`src/rtl/nvs_pkg.sv`:
```
package nvs_pkg;
  typedef enum logic [1:0] {RC_HOLD, RC_SETTLE, RC_LOAD, RC_DONE} rc_state_e;
  typedef enum logic [1:0] {CM_IDLE, CM_PEND, CM_BUSY} cm_state_e;
endpackage

```
`src/rtl/nvs_store.sv`:
```
module nvs_store #(
  parameter int DATA_W  = 8,
  parameter int NUM_IVR = 4,
  parameter int NUM_GP  = 3,
  parameter int MID_VAL = 64,
  parameter int AW      = 3,
  localparam int NUM_SLOTS = NUM_IVR + NUM_GP
) (
  input  logic                        clk_i,
  input  logic                        mem_rst_ni,
  input  logic                        we_i,
  input  logic [AW-1:0]               waddr_i,
  input  logic [DATA_W-1:0]           wdata_i,
  output logic [NUM_SLOTS*DATA_W-1:0] slots_o
);
  for (genvar s = 0; s < NUM_SLOTS; s++) begin : g_slot
    localparam logic [DATA_W-1:0] RST_V = (s < NUM_IVR) ? DATA_W'(MID_VAL) : '0;
    logic [DATA_W-1:0] q;
    always_ff @(posedge clk_i or negedge mem_rst_ni) begin
      if (!mem_rst_ni) q <= RST_V;
      else if (we_i && waddr_i == AW'(s)) q <= wdata_i;
    end
    assign slots_o[s*DATA_W +: DATA_W] = q;
  end
endmodule

```
`src/rtl/nvs_recall.sv`:
```
module nvs_recall
  import nvs_pkg::*;
#(
  parameter int DATA_W     = 8,
  parameter int NUM_IVR    = 4,
  parameter int SETTLE_CYC = 16,
  parameter int MID_VAL    = 64,
  localparam int IW = (NUM_IVR > 1) ? $clog2(NUM_IVR) : 1,
  localparam int CW = $clog2(SETTLE_CYC + 1)
) (
  input  logic                      clk_i,
  input  logic                      rst_ni,
  input  logic                      supply_ok_i,
  input  logic [NUM_IVR*DATA_W-1:0] ivr_i,
  output logic [NUM_IVR-1:0]        load_o,
  output logic [DATA_W-1:0]         val_o,
  output logic                      busy_o
);
  rc_state_e     state_q;
  logic [CW-1:0] cnt_q;
  logic [IW-1:0] idx_q;

  always_ff @(posedge clk_i or negedge rst_ni) begin
    if (!rst_ni) begin
      state_q <= RC_HOLD;
      cnt_q   <= '0;
      idx_q   <= '0;
    end else begin
      case (state_q)
        RC_HOLD: if (supply_ok_i) begin
          state_q <= RC_SETTLE;
          cnt_q   <= '0;
        end
        RC_SETTLE: begin
          if (cnt_q == CW'(SETTLE_CYC - 1)) begin
            state_q <= RC_LOAD;
            idx_q   <= '0;
          end else begin
            cnt_q <= cnt_q + 1'b1;
          end
        end
        RC_LOAD: begin
          if (idx_q == IW'(NUM_IVR - 1)) state_q <= RC_DONE;
          else idx_q <= idx_q + 1'b1;
        end
        default: state_q <= RC_DONE;
      endcase
    end
  end

  always_comb begin
    load_o = '0;
    val_o  = '0;
    case (state_q)
      RC_HOLD, RC_SETTLE: begin
        load_o = '1;
        val_o  = DATA_W'(MID_VAL);
      end
      RC_LOAD: begin
        load_o = NUM_IVR'(1) << idx_q;
        val_o  = ivr_i[int'(idx_q)*DATA_W +: DATA_W];
      end
      default: ;
    endcase
  end

  assign busy_o = (state_q != RC_DONE);
endmodule

```
`src/rtl/nvs_commit.sv`:
```
module nvs_commit
  import nvs_pkg::*;
#(
  parameter int DATA_W    = 8,
  parameter int AW        = 3,
  parameter int NUM_SLOTS = 7,
  parameter int WRITE_CYC = 64,
  localparam int TW = $clog2(WRITE_CYC + 1)
) (
  input  logic              clk_i,
  input  logic              rst_ni,
  input  logic              enable_i,
  input  logic              wr_req_i,
  input  logic [AW-1:0]     wr_addr_i,
  input  logic [DATA_W-1:0] wr_data_i,
  input  logic              stop_i,
  output logic              we_o,
  output logic [AW-1:0]     waddr_o,
  output logic [DATA_W-1:0] wdata_o,
  output logic              wip_o
);
  cm_state_e         state_q;
  logic [TW-1:0]     cnt_q;
  logic [AW-1:0]     addr_q;
  logic [DATA_W-1:0] data_q;
  logic              valid_wr;
  logic              last_cyc;

  assign valid_wr = enable_i && wr_req_i && (wr_addr_i < AW'(NUM_SLOTS));
  assign last_cyc = (cnt_q == TW'(WRITE_CYC - 1));

  always_ff @(posedge clk_i or negedge rst_ni) begin
    if (!rst_ni) begin
      state_q <= CM_IDLE;
      cnt_q   <= '0;
      addr_q  <= '0;
      data_q  <= '0;
    end else begin
      case (state_q)
        CM_IDLE: if (valid_wr) begin
          addr_q  <= wr_addr_i;
          data_q  <= wr_data_i;
          cnt_q   <= '0;
          state_q <= stop_i ? CM_BUSY : CM_PEND;
        end
        CM_PEND: if (stop_i && enable_i) begin
          cnt_q   <= '0;
          state_q <= CM_BUSY;
        end
        CM_BUSY: begin
          if (last_cyc) state_q <= CM_IDLE;
          else cnt_q <= cnt_q + 1'b1;
        end
        default: state_q <= CM_IDLE;
      endcase
    end
  end

  assign wip_o   = (state_q == CM_BUSY);
  assign we_o    = wip_o && last_cyc;
  assign waddr_o = addr_q;
  assign wdata_o = data_q;
endmodule

```
`src/rtl/nvs_seq.sv`:
```
module nvs_seq #(
  parameter int DATA_W     = 8,
  parameter int NUM_WIPER  = 4,
  parameter int NUM_GP     = 3,
  parameter int MID_VAL    = 64,
  parameter int SETTLE_CYC = 375000,
  parameter int WRITE_CYC  = 1500000,
  localparam int NUM_SLOTS = NUM_WIPER + NUM_GP,
  localparam int AW        = $clog2(NUM_SLOTS + 1)
) (
  input  logic                 clk_i,
  input  logic                 rst_ni,
  input  logic                 mem_rst_ni,
  input  logic                 supply_ok_i,
  input  logic                 wr_req_i,
  input  logic [AW-1:0]        wr_addr_i,
  input  logic [DATA_W-1:0]    wr_data_i,
  input  logic                 stop_i,
  input  logic [AW-1:0]        rd_addr_i,
  output logic [DATA_W-1:0]    rd_data_o,
  output logic [NUM_WIPER-1:0] wiper_load_o,
  output logic [DATA_W-1:0]    wiper_val_o,
  output logic                 pwrup_busy_o,
  output logic                 wip_o
);
  logic [NUM_SLOTS*DATA_W-1:0] slots;
  logic                        st_we;
  logic [AW-1:0]               st_waddr;
  logic [DATA_W-1:0]           st_wdata;

  nvs_store #(
    .DATA_W(DATA_W), .NUM_IVR(NUM_WIPER), .NUM_GP(NUM_GP),
    .MID_VAL(MID_VAL), .AW(AW)
  ) u_store (
    .clk_i      (clk_i),
    .mem_rst_ni (mem_rst_ni),
    .we_i       (st_we),
    .waddr_i    (st_waddr),
    .wdata_i    (st_wdata),
    .slots_o    (slots)
  );

  nvs_recall #(
    .DATA_W(DATA_W), .NUM_IVR(NUM_WIPER),
    .SETTLE_CYC(SETTLE_CYC), .MID_VAL(MID_VAL)
  ) u_recall (
    .clk_i       (clk_i),
    .rst_ni      (rst_ni),
    .supply_ok_i (supply_ok_i),
    .ivr_i       (slots[NUM_WIPER*DATA_W-1:0]),
    .load_o      (wiper_load_o),
    .val_o       (wiper_val_o),
    .busy_o      (pwrup_busy_o)
  );

  nvs_commit #(
    .DATA_W(DATA_W), .AW(AW), .NUM_SLOTS(NUM_SLOTS), .WRITE_CYC(WRITE_CYC)
  ) u_commit (
    .clk_i     (clk_i),
    .rst_ni    (rst_ni),
    .enable_i  (!pwrup_busy_o),
    .wr_req_i  (wr_req_i),
    .wr_addr_i (wr_addr_i),
    .wr_data_i (wr_data_i),
    .stop_i    (stop_i),
    .we_o      (st_we),
    .waddr_o   (st_waddr),
    .wdata_o   (st_wdata),
    .wip_o     (wip_o)
  );

  always_comb begin
    rd_data_o = '0;
    for (int s = 0; s < NUM_SLOTS; s++) begin
      if (rd_addr_i == AW'(s)) rd_data_o = slots[s*DATA_W +: DATA_W];
    end
  end
endmodule

```
`config.mk`:
```
export PLATFORM = sky130hd
export DESIGN_NAME = nvs_seq
export DESIGN_NICKNAME = d
export VERILOG_FILES = /design/src/rtl/nvs_pkg.sv /design/src/rtl/nvs_store.sv /design/src/rtl/nvs_recall.sv /design/src/rtl/nvs_commit.sv /design/src/rtl/nvs_seq.sv
export SDC_FILE = /design/constraint.sdc
export NUM_CORES = 1
export LEC_CHECK = 0
export BUFFER_PORTS_ARGS = -buffer_cell sky130_fd_sc_hd__buf_2
export CORE_MARGIN = 5
export CORE_UTILIZATION = 37
export DETAILED_ROUTE_END_ITERATION = 6
export PLACE_DENSITY = 0.52
export SYNTH_ARGS = -nofsm -noshare
export SYNTH_HDL_FRONTEND = slang
export SYNTH_SLANG_ARGS = --single-unit
```
`constraint.sdc`:
```
create_clock -name clk_i -period 3.4 [get_ports clk_i]
set_clock_uncertainty 0.2 [all_clocks]
set_input_delay 0.68 -clock clk_i [delete_from_list [all_inputs] [get_ports clk_i]]
set_output_delay 0.68 -clock clk_i [all_outputs]
set_load 0.01 [all_outputs]
```
* Word level (Yosys, flattened, before mapping)
Index checks and enable logic that the tools add are counted.
Widths: inputs -> output; s select.
** Word-level totals
- Output and inout bits :: 22
- Flip-flop bits (word level) :: 113
- Logic and storage cells :: 103
- Bits of input ports :: 20
** Operators by class
- Shifts and indexed selects :: 2
- Multiplexer cells :: 28
- Add/subtract/negate cells :: 3
- Reduce and logical (&&, ||, !) cells :: 26
- Order comparisons :: 1
- Eq/ne operators :: 29
** Operators with widths (count)
- $mux 21 :: 3
- $pmux 21 s3 :: 1
- $mux 8 :: 7
- $mux 19 :: 2
- $pmux 19 s2 :: 1
- $shiftx 32x6->8 :: 1
- $add 21x1->21 const B :: 1
- $eq 21x21->1 const B :: 1
- $add 19x1->19 const B :: 1
- $eq 19x19->1 const B :: 1
- $eq 3x3->1 const B :: 6
- $mux 2 :: 9
- $pmux 8 s2 :: 1
- $eq 3x2->1 const B :: 4
- $ne 2x2->1 const B :: 6
- $pmux 2 s3 :: 2
- $reduce_and 3->1 :: 4
- $logic_and 1x1->1 :: 11
- $ne 2x1->1 const B :: 4
- $pmux 4 s2 :: 1
- $eq 2x2->1 const B :: 3
- $eq 3x1->1 const B :: 2
- $logic_not 3->1 :: 2
- $eq 2x1->1 const B :: 2
- other kinds (11) :: 13

* Logic depth before layout (Yosys ltp)
Gate-level depths: netlist (run 1).
- Depth after elaboration :: 8
- Depth in mapped cells :: 9
- Depth with buffers taken out :: 7

* Cells and area by module
A second synthesis (run 1) with hierarchy kept.
** Second synthesis, totals
- Cells, all modules :: 552
- Area, all modules :: 6179.7 um^2
** Modules (own cells, without submodules)
- nvs_store :: instances 1, area each 2152.1 um^2, cells each 126, seq. area each 1406.3 um^2
- nvs_commit :: instances 1, area each 1761.7 um^2, cells each 173, seq. area each 850.8 um^2
- nvs_recall :: instances 1, area each 1605.3 um^2, cells each 173, seq. area each 575.6 um^2
- nvs_seq :: instances 1, area each 660.6 um^2, cells each 80, seq. area each 0.0 um^2

* Worst setup path before layout (run 1)
No wires, ideal clock.
- Kind :: in2out
- From :: input port rd_addr_i[1]
- To :: output port rd_data_o[4]
- Buffers on the path :: 2
- Required time :: 2.520 ns
- Stages on the path :: 6
- Path slack :: 0.496 ns
- Arrival :: 2.024 ns
- Cell sequence :: clkbuf_1 clkbuf_1 o21ai_0 o21ai_0 o21ai_0 a21oi_1
** On the way
- Longest elaborated chain between the ends :: 8
- Elaborated cells on any way between the ends :: 14
- Those cells by class :: eq/ne (6); mux (7); reduce/logical (1)
** RTL lines
- from (decl) :: line nvs_seq.sv:19 : input logic [AW-1:0] rd_addr_i,
- $logic_not 3->1 :: line nvs_seq.sv:75 : if (rd_addr_i == AW'(s)) rd_data_o = slots[s*DATA_W +: DATA_W];
- $mux 8 (6 in series) :: line nvs_seq.sv:75
- $mux 8 (*) :: line nvs_seq.sv:75
- to (decl) :: line nvs_seq.sv:20 : output logic [DATA_W-1:0] rd_data_o,
Mark *: on every way between the ends. The rest lies on a longest branch, timed or not.

* Worst setup path in the final report (run 1)
- From :: input port rd_addr_i[1]
- To :: output port rd_data_o[7]
Same word-level chain as after synthesis.

==> out/summary.txt, run 1 <==
Post-CTS setup buffer count: 0
Area grow syn2layout: 16.4%
Final-report hold violation count: 0
Fmax achieved: 346 MHz
Initial Util: 37.3%
Die area: 19200 µm²
RSZ-0062 raised after global routing: false
Worst hold-check path type: input port to asynchronous set/reset pin
First-pass GRT wire length: 24800 µm
Die W: 139 µm
Slowest CP cell: buf_2
Top post-synthesis cells by area: dfrtp_1 (45%), mux2_2 (11%), mux4_2 (5.2%), a21oi_1 (3.0%), nor2_1 (2.6%)
Initial drt markers: 362
Initial antenna violation count: 0
Clock Tree Buf Depth: 2
Worst VDD drop: 0.000386 V
DRT Pass-1 Iters: 5
Static Leak: 3.20 nW
Most used cell, CP: buf_2
FP Rows: 47
Status: finished clean
Worst slew pin tran: 802 ps
GRT Total Usage: 16.1%
Setup TNS: 0 ps
Layout cells sized above 1: 31.1%
CP delay by family, top: buffers and inverters
Post-place setup slack: 494 ps
Commonest non-fill, non-tap cell in the layout: dfrtp_1
Die Ht: 139 µm
Syn nets: 574
Dominant cell type by area after synthesis: dfrtp_1
CP max stage delay: 420 ps
Ant diodes: 0
I/O Pins: 42
Hold_buf cts: 0
Post-DP HPWL: 10400 µm
Post_cts resized: 0
Clock-pin transition on the worst setup and hold timing paths: 70 ps
Worst-skew pair later-pin latency: 420 ps
Via Count: 4488
CP arrival: 2010 ps
Sink Count: 113
Worst setup SP type: input port
Max-cap viol count: 0
Final setup viols: 0
Antenna Violating Nets Remaining: 0
Grt total ovfl: 0
Period utilization: 84.9%
Fillers: 1537
H-tree levels: 4
Drc violations: 0
#FFs+latches synth: 113
WS Path Type: input port to output port
Worst Setup End Kind: output port
Post-layout nets: 618
Gpl congestion: 0.840
Core Area: 16400 µm²
Num CTS Buffers: 17
Routed wire length: 14900 µm
Clock root buffer: clkbuf_16
Yosys Warn Count: 0
Register area share after synthesis: 46.3%
Syn Area/Cell: 11.3 µm²
Yosys cell types: 54
Port Buf Inserts: 41
Cells after synthesis: 542
Largest net degree at the start of global routing: 34
Slew margin rel.: 46.1%
PnR worst setup slack: 512 ps
CTS tree: done
Pwr dens: 520 nW/µm²
Async S/R FF share, synth: 100%
Pins over their slew limit: 0
CP Data Required Time: 2520 ps
Netlist Area Pre-Place: 6120 µm²
CP Cell Sequence: buf_2 > nand2_1 > o22ai_1 > a21o_1 > o21ai_0 > a2bb2oi_1 > buf_2
Vias in the first global route: 4523
Commonest non-fill, non-tap cells in the layout: dfrtp_1 (109), mux2_2 (62), nor2_1 (42), buf_2 (41), a21oi_1 (37)
Vias per cell: 5.48
CP bufs+invs: 2
Post-synth EDFFs: 0
Crit Path Max Fanout: 21
Drt wl/cell: 18.2 µm
Primary FF master, synth: dfrtp_1
Min Clock Period, post-route: 2890 ps
Area fraction of the dominant cell type after synthesis: 44.6%
==> stage by stage <==
| step | area (µm²) | std cells | hold slack, ps | utilization, % | total power (W) |
|---|---|---|---|---|---|
| after CTS | 7120 | 819 | 117 | 43.4 | 0.00375 |
| final | 7120 | 819 | 114 | 43.4 | 0.00370 |
| after floorplan | 6120 | 542 | 184 | - | 0.00184 |
| after global routing | 7120 | 819 | 147 | 43.4 | 0.00387 |
| after detailed placement | 6560 | 787 | 292 | 40.0 | 0.00202 |
| after global placement | 6560 | 787 | 290 | 40.0 | 0.00201 |
==> final cells by class <==
class	count	area (µm²)	share of cell area, %
multi-input combinational	387	3090	43.4
clock inverter	15	135	1.90
sequential	113	2830	39.8
inverter	14	52.6	0.738
tap	220	275	3.87
clock buffer	17	425	5.98
timing repair buffer	53	308	4.32
==> synthesized netlist by cell type (all sizes together) (2+ instances only) <==
cell type	number
dfrtp	109
mux2	70
nor2	42
a21oi	37
nand2	29
nand3	25
o31ai	18
clkbuf	17
or4	17
inv	14
mux2i	14
mux4	14
and3	12
ha	12
o21ai	12
buf	11
nor3	11
xor2	9
nand4	8
nand2b	6
and4	5
nor2b	5
nor4	5
xnor2	5
a22o	4
dfstp	4
and3b	3
nor4bb	3
o21a	3
nor4b	2
o22ai	2
or2	2
or3	2
==> registers in the layout (all words and copies together), names as in the netlist <==
| register | cells |
|---|---|
| u_commit.cnt_q | 21 |
| u_commit.state_q | 2 |
| u_commit.waddr_o | 3 |
| u_commit.wdata_o | 8 |
| u_recall.cnt_q | 19 |
| u_recall.idx_q | 2 |
| u_recall.state_q | 2 |
| u_store.g_slot.q | 56 |
==> per-layer routing <==
layer / vias to the layer above / wire (µm) / global-route usage, %
li1: 2099 / - / -
met1: 2276 / 7120 / 22.7
met2: 94 / 6970 / 24.5
met3: 19 / 576 / 4.28
met4: 0 / 225 / 5.04
met5: - / 0 / 0
==> power breakdown <==
| group | total, W | switching (W) | internal [W] |
|---|---|---|---|
| Combinational | 0.000380 | 0.000203 | 0.000177 |
| Clock | 0.00171 | 0.000739 | 0.000967 |
| Sequential | 0.00162 | 0.000176 | 0.00144 |
==> final timing paths <==
check,start,end,slack [ps],cells after the start
max in group asynchronous,rst_ni,u_recall.cnt_q[8]$_DFFE_PN0P_,2150,2
max reg2reg,u_commit.cnt_q[0]$_DFFE_PN0P_,u_store.g_slot[5].q[1]$_DFFE_PN0P_,640,6
min,rst_ni,u_commit.wdata_o[1]$_DFFE_PN0P_,110,1
max,rd_addr_i[1],rd_data_o[7],510,7
min reg2reg,u_store.g_slot[4].q[0]$_DFFE_PN0P_,u_store.g_slot[4].q[0]$_DFFE_PN0P_,310,1
min in group clk_i,wr_data_i[3],u_commit.wdata_o[3]$_DFFE_PN0P_,290,2
==> cells by family (layout without fill, tap and decap cells) <==
kind of cell / after synthesis / after routing / synth area share (%)
flip-flops: 113 / 113 / 46.3
AO/OA/AOI/OAI: 81 / 81 / 8.10
AND/OR/NAND/NOR: 182 / 182 / 17.1
buffers and inverters: 42 / 99 / 3.25
XOR/XNOR: 14 / 14 / 2.00
multiplexers: 98 / 98 / 20.8
adder cells (fa/ha/maj): 12 / 12 / 2.45
No activity file was read; power rests on OpenSTA's default activity.
==> run 2: changes to the inputs <==
- clock period: 3.4 -> 2.7 ns (I/O delays scaled with it)
==> out/summary.txt, run 2 (synthesis gave the netlist of run 1 again) <==
First-pass GRT wire length: 24800 µm (about the same)
I/O Pins: 42 (unchanged)
Initial Util: 37.3% (unchanged)
Worst R2R End: u_store.g_slot[5].q[5]$_DFFE_PN0P_
FP Rows: 47 (unchanged)
Drt wl/cell: 17.9 µm (-1.4%)
Hold Slack: 152 ps (+38.2 ps)
Worst slew pin tran: 657 ps (-144 ps)
Status: finished clean
Vias in the first global route: 4731 (+4.6%)
Via Count: 4530 (+0.94%)
Commonest non-fill, non-tap cell in the layout: dfrtp_1
Static Leak: 3.35 nW (+4.5%)
Reg2Reg Launch Point: u_commit.cnt_q[0]$_DFFE_PN0P_
Worst Setup End Kind: output port
Area of the multi-input gates: 3100 µm² (+0.24%)
Crit Path Max Fanout: 8 (-62%)
Max reg flops: 56 (unchanged)
Slowest CP cell: mux4_2
Final-report hold violation count: 0 (unchanged)
Hold wc startpoint: wr_data_i[3]
FF/Latch Area: 2840 µm² (about the same)
Largest net degree at the start of global routing: 40 (+18%)
Worst setup SP type: flip-flop
Drc violations: 0 (unchanged)
Ant diodes: 0 (unchanged)
Top reg by flops: u_store.g_slot.q
Fillers: 1584 (+3.1%)
Biggest regs: u_store.g_slot.q: 56 flops, u_commit.cnt_q: 21 flops, u_recall.cnt_q: 19 flops
Worst-skew pair later-pin latency: 410 ps (about the same)
Reg-to-reg slack, setup: 220 ps (-420 ps)
Vias per cell: 5.39 (-1.6%)
Hold path endpoint: u_commit.wdata_o[3]$_DFFE_PN0P_
Routed wire length: 15100 µm (+1.1%)
Min Clock Period, post-route: 2620 ps
Worst VDD drop: 0.000495 V (+28%)
Die area: 19200 µm² (unchanged)
CTS tree: done
Grt total ovfl: 0 (unchanged)
Gpl congestion: 0.807 (-4.0%)
Sink Count: 113 (unchanged)
Clock Tree Buf Depth: 2 (unchanged)
Fmax achieved: 381 MHz
Num CTS Buffers: 17 (unchanged)
CP arrival: 1880 ps (-130 ps)
Clock root buffer: clkbuf_16
Port Buf Inserts: 41 (unchanged)
Layout cells sized above 1: 33.9% (+2.8 points)
Antenna Violating Nets Remaining: 0 (unchanged)
Post-layout nets: 639 (+3.4%)
Initial antenna violation count: 0 (unchanged)
Die W: 139 µm (unchanged)
Clock-pin transition on the worst setup and hold timing paths: 60 ps (about the same)
GRT Total Usage: 16.1% (-0.033 points)
Worst hold-check path type: input port to flip-flop
Core Area: 16400 µm² (unchanged)
Area after DPL: 6730 µm² (+2.6%)
Worst-case reg-to-reg path depth: 7 (+1)
Worst hold stages: 2
Final setup viols: 0 (unchanged)
Max-cap viol count: 0 (unchanged)
DRT Pass-1 Iters: 4 (-1)
CP max stage delay: 520 ps (+100 ps)
H-tree levels: 4 (unchanged)
CP Data Required Time: 1960 ps (-560 ps)
Final instance area: 7410 µm² (+4.1%)
Pins over their slew limit: 0 (unchanged)
Die Ht: 139 µm (unchanged)
Slew margin rel.: 56.2% (+10 points)
Period utilization: 97.1%
Initial drt markers: 265 (-27%)
Pwr dens: 675 nW/µm² (+30%)
Area grow syn2layout: 21.2%
CP Cell Sequence: buf_12 > mux4_2 > and3_1 > buf_2
WS Path Type: flip-flop to output port
Post-DP HPWL: 10600 µm (+2.3%)
Commonest non-fill, non-tap cells in the layout: dfrtp_1 (107), mux2_2 (62), nor2_1 (41), buf_2 (41), a21oi_1 (37)
run 2: worst max-delay path by stage:
| stage | start | to | slack, ps | depth (start not counted) |
|---|---|---|---|---|
| floorplan | rd_addr_i[1] | rd_data_o[4] | 80 | 6 |
| global placement | rd_addr_i[0] | rd_data_o[6] | 220 | 5 |
| detailed placement | rd_addr_i[0] | rd_data_o[5] | 180 | 5 |
| CTS | u_recall.idx_q[0]$_DFFE_PN0P_ | wiper_val_o[5] | 10 | 4 |
| global route | u_recall.idx_q[0]$_DFFE_PN0P_ | wiper_val_o[6] | -1 | 5 |
| finish | u_recall.idx_q[0]$_DFFE_PN0P_ | wiper_val_o[5] | 80 | 4 |
run 2: where the power goes:
group,switching (W),leakage [nW],internal (W),total [W]
clock network,0.000882,0.313,0.00157,0.00246
logic,0.000287,1.53,0.000243,0.000531
registers,0.000201,1.51,0.00181,0.00201
run 2: timing repair:
| item | in CTS | in global routing |
|---|---|---|
| endpoints found under the setup margin | 4 | 7 |
| hold buffers | 2 | 0 |
| buffers inserted | 0 | 1 |
| resized for setup | 2 | 3 |
| endpoints found under the hold margin | 39 | 0 |
run 2: critical path: cells and delay by family, from the launching register on:
kind / cells / cell delay [ps]
mux: 1 / 520
buf+inv: 2 / 300
flops: 1 / 410
simple gates: 1 / 230
run 2: cell type report:
cell class | count | area share [%]
well taps | 220 | 3.71
inverters | 14 | 0.709
repair buffers | 74 | 6.85
multi-input cells | 387 | 41.8
clock inverters | 15 | 2.97
clock buffers | 17 | 5.74
flip-flops and latches | 113 | 38.2
run 2: routing by layer:
layer	global-route usage (%)	share of wire [%]	vias to the layer above	wire, µm
met5	0	0	-	0
met2	25.9	49	81	7320
met3	4.21	3.8	16	568
met1	21.4	46	2297	6940
li1	-	-	2136	-
met4	4.94	1.5	0	227
run 2: per-stage QoR:
| stage | setup WS, ps | setup TNS, ps | utilization (%) | std cells | total power [W] |
|---|---|---|---|---|---|
| detailed placement | 176 | 0 | 41.0 | 805 | 0.00258 |
| floorplan | 76.3 | 0 | - | 542 | 0.00232 |
| global placement | 222 | 0 | 41.0 | 805 | 0.00257 |
| CTS | 11.7 | 0 | 45.1 | 839 | 0.00507 |
| finish | 77.0 | 0 | 45.2 | 840 | 0.00500 |
| global route | -0.952 | -0.952 | 45.2 | 840 | 0.00521 |
==> run 3: changes to the inputs <==
- PLACE_DENSITY: 0.52 -> 0.53
- SYNTH_HIERARCHICAL: unset -> 1
- clock period: 2.7 -> 2.53 ns (I/O delays scaled with it)
==> out/summary.txt, run 3 <==
Status: finished clean
Commonest non-fill, non-tap cell in the layout: dfrtp_1
Post-place setup slack: -122 ps (-298 ps)
PnR worst setup slack: 37.8 ps (-39.2 ps)
CP arrival: 2580 ps (+700 ps)
Power share of the clock group: 50.2% (+1.1 points)
Hold path endpoint: u_commit/state_q[0]$_DFFE_PN0P_
Max reg flops: 56 (unchanged)
Vias per cell: 5.36 (-0.57%)
Vias in the first global route: 4757 (+0.55%)
Worst hold stages: 2 (unchanged)
Worst setup SP type: flip-flop
Crit Path Max Fanout: 8 (unchanged)
Slew margin rel.: 63.0% (+6.8 points)
Clock-pin transition on the worst setup and hold timing paths: 50 ps (about the same)
Worst hold-check path type: input port to flip-flop
Syn Area/Cell: 11.2 µm² (-0.81%)
Worst Setup End Kind: flip-flop
RSZ-0062 raised after global routing: true
Total chip power: 0.00465 W (-7.0%)
Net Sw Power: 0.00106 W (-22%)
I/O Pins: 42 (unchanged)
Reg-to-reg slack, setup: 40 ps (-180 ps)
Num CTS Buffers: 17 (unchanged)
Drt wl/cell: 16.7 µm (-7.0%)
Reg2Reg Launch Point: u_commit/cnt_q[11]$_DFFE_PN0P_
Register area share after synthesis: 45.8% (-0.47 points)
H-tree levels: 4 (unchanged)
Commonest non-fill, non-tap cells in the layout: dfrtp_1 (108), mux2_2 (75), buf_4 (48), buf_2 (41), nand3_1 (32)
Post-DP HPWL: 10400 µm (-2.4%)
Hold wc startpoint: stop_i
Netlist Area Pre-Place: 6180 µm² (+1.0%)
GRT Total Usage: 15.8% (-0.27 points)
Yosys cell types: 65 (+20%)
First-pass GRT wire length: 25000 µm (+0.69%)
Primary FF master, synth: dfrtp_1
Core Area: 16500 µm² (+0.36%)
Final setup viols: 0 (unchanged)
Clock root buffer: clkbuf_16
Most frequent cells after synthesis: dfrtp_1 (109), mux2_2 (75), nand3_1 (32)
Cells after synthesis: 552 (+1.8%)
Die Ht: 139 µm (+0.47%)
Period utilization: 98.5%
Syn nets: 578 (+0.70%)
#FFs+latches synth: 113 (unchanged)
Pwr dens: 610 nW/µm² (-9.6%)
Max-cap viol count: 0 (unchanged)
Antenna Violating Nets Remaining: 0 (unchanged)
Initial drt markers: 249 (-6.0%)
Routed wire length: 14600 µm (-3.3%)
Yosys Warn Count: 6 (+6)
Cell Int Power: 0.00359 W (-1.2%)
CTS tree: done
Async S/R FF share, synth: 100% (unchanged)
Setup TNS: 0 ps (unchanged)
Fmax achieved: 401 MHz
Worst slew pin tran: 554 ps (-104 ps)
Static Leak: 3.51 nW (+4.7%)
Hold Slack: 123 ps (-28.5 ps)
Sw Share: 22.9% (-4.5 points)
Initial Util: 37.5% (+0.25 points)
Area grow syn2layout: 23.5%
DRT Pass-1 Iters: 5 (+1)
Worst-skew pair later-pin latency: 410 ps (about the same)
Via Count: 4681 (+3.3%)
Sink Count: 113 (unchanged)
Post-synth EDFFs: 0 (unchanged)
FP Rows: 47 (unchanged)
Final-report hold violation count: 0 (unchanged)
Top post-synthesis cells by area: dfrtp_1 (44%), mux2_2 (14%), mux4_2 (2.9%), nand3_1 (2.6%), mux2i_1 (2.4%)
Layout cells sized above 1: 36.8% (+2.9 points)
WS Path Type: flip-flop to flip-flop
Grt total ovfl: 0 (unchanged)
Worst-case reg-to-reg path depth: 6 (-1)
Area fraction of the dominant cell type after synthesis: 44.1% (-0.45 points)
Initial antenna violation count: 0 (unchanged)
Dominant cell type by area after synthesis: dfrtp_1
Ant diodes: 0 (unchanged)
Top reg by flops: u_store/g_slot.q
Clock Tree Buf Depth: 2 (unchanged)
Worst R2R End: u_store/g_slot[4].q[1]$_DFFE_PN0P_
Worst VDD drop: 0.000406 V (-18%)
Die W: 139 µm (+0.47%)
Min Clock Period, post-route: 2490 ps
Largest net degree at the start of global routing: 58 (+45%)
Pins over their slew limit: 0 (unchanged)
Gpl congestion: 0.818 (+1.4%)
Drc violations: 0 (unchanged)
Biggest regs: u_store/g_slot.q: 56 flops, u_commit/cnt_q: 21 flops, u_recall/cnt_q: 19 flops
Comb power frac: 7.1% (-3.5 points)
Port Buf Inserts: 41 (unchanged)
Reg power frac: 42.6% (+2.3 points)
Placed insts: 833 (+3.5%)
Die area: 19400 µm² (+0.95%)
Post-layout nets: 667 (+4.4%)
Post-Layout Cell Count: 873 (+3.9%)
Most frequent cell after synthesis: dfrtp_1
CP Data Required Time: 2610 ps (+650 ps)
## run 3: final cells by class
class | count | area, µm²
Fill cell | 1559 | 8830
Multi-Input combinational cell | 392 | 3150
Sequential cell | 113 | 2830
Timing Repair Buffer | 100 | 722
Clock buffer | 28 | 547
Tap cell | 220 | 275
Inverter | 17 | 63.8
Clock inverter | 3 | 42.5
## run 3: worst max path at each step
| stage | start | endpoint | slack, ps |
|---|---|---|---|
| 2_1_floorplan | u_commit/cnt_q[0]$_DFFE_PN0P_ | u_store/g_slot[2].q[0]$_DFFE_PN0P_ | 30 |
| 3_3_place_gp | u_commit/cnt_q[0]$_DFFE_PN0P_ | u_store/g_slot[4].q[2]$_DFFE_PN0P_ | -90 |
| 3_5_place_dp | u_commit/cnt_q[0]$_DFFE_PN0P_ | u_store/g_slot[4].q[1]$_DFFE_PN0P_ | -120 |
| 4_1_cts | u_recall/idx_q[0]$_DFFE_PN0P_ | wiper_val_o[7] | 10 |
| 5_1_grt | u_commit/cnt_q[14]$_DFFE_PN0P_ | u_store/g_slot[4].q[7]$_DFFE_PN0P_ | -80 |
| 6_report | u_commit/cnt_q[11]$_DFFE_PN0P_ | u_store/g_slot[4].q[1]$_DFFE_PN0P_ | 40 |
## run 3: critical path: stages, from the launching register on
cell      delay (ps)
dfrtp_1          370
or4_4            540
nor4_2           270
buf_4            180
nor4bb_4         300
buf_6            170
mux2_2           340
## run 3: cell families (layout without fill, tap and decap cells)
family / count (synthesis) / in the layout / share of synthesized area (%)
buffers and inverters: 47 / 148 / 4.17
DFF: 113 / 113 / 45.8
adders and majority gates: 6 / 6 / 1.21
AOI/OAI and AO/OA: 112 / 112 / 13.7
and+or+nand+nor: 176 / 176 / 16.0
muxes: 98 / 98 / 19.0
## run 3: repair_timing
action	CTS	global route
endpoints found under the hold margin	109	0
pin swaps	1	4
setup buffers	3	4
hold buffers	2	0
resized for setup	4	11
endpoints found under the setup margin	31	48
## run 3: power by group through the flow
stage	combinational (W)	sequential (W)	clock (W)
final	0.000333	0.00198	0.00234
after global routing	0.000390	0.00200	0.00249
after CTS	0.000314	0.00198	0.00240
after detailed placement	0.000307	0.00201	0
after global placement	0.000300	0.00201	0
after floorplan	0.000207	0.00198	0
## run 3: metal layers
metal / up-vias / GRT usage [%] / part of all wire [%]
li1: 2265 / - / -
met1: 2330 / 21.6 / 48
met2: 73 / 25.2 / 47
met3: 13 / 3.88 / 3.5
met4: 0 / 4.43 / 1.0
met5: - / 0 / 0
## run 3: per-stage QoR
step | area (µm²) | util, %
4_1_cts | 7550 | 45.9
2_1_floorplan | 6180 | -
6_report | 7630 | 46.3
3_3_place_gp | 6890 | 41.9
3_5_place_dp | 6890 | 41.9
5_1_grt | 7630 | 46.3
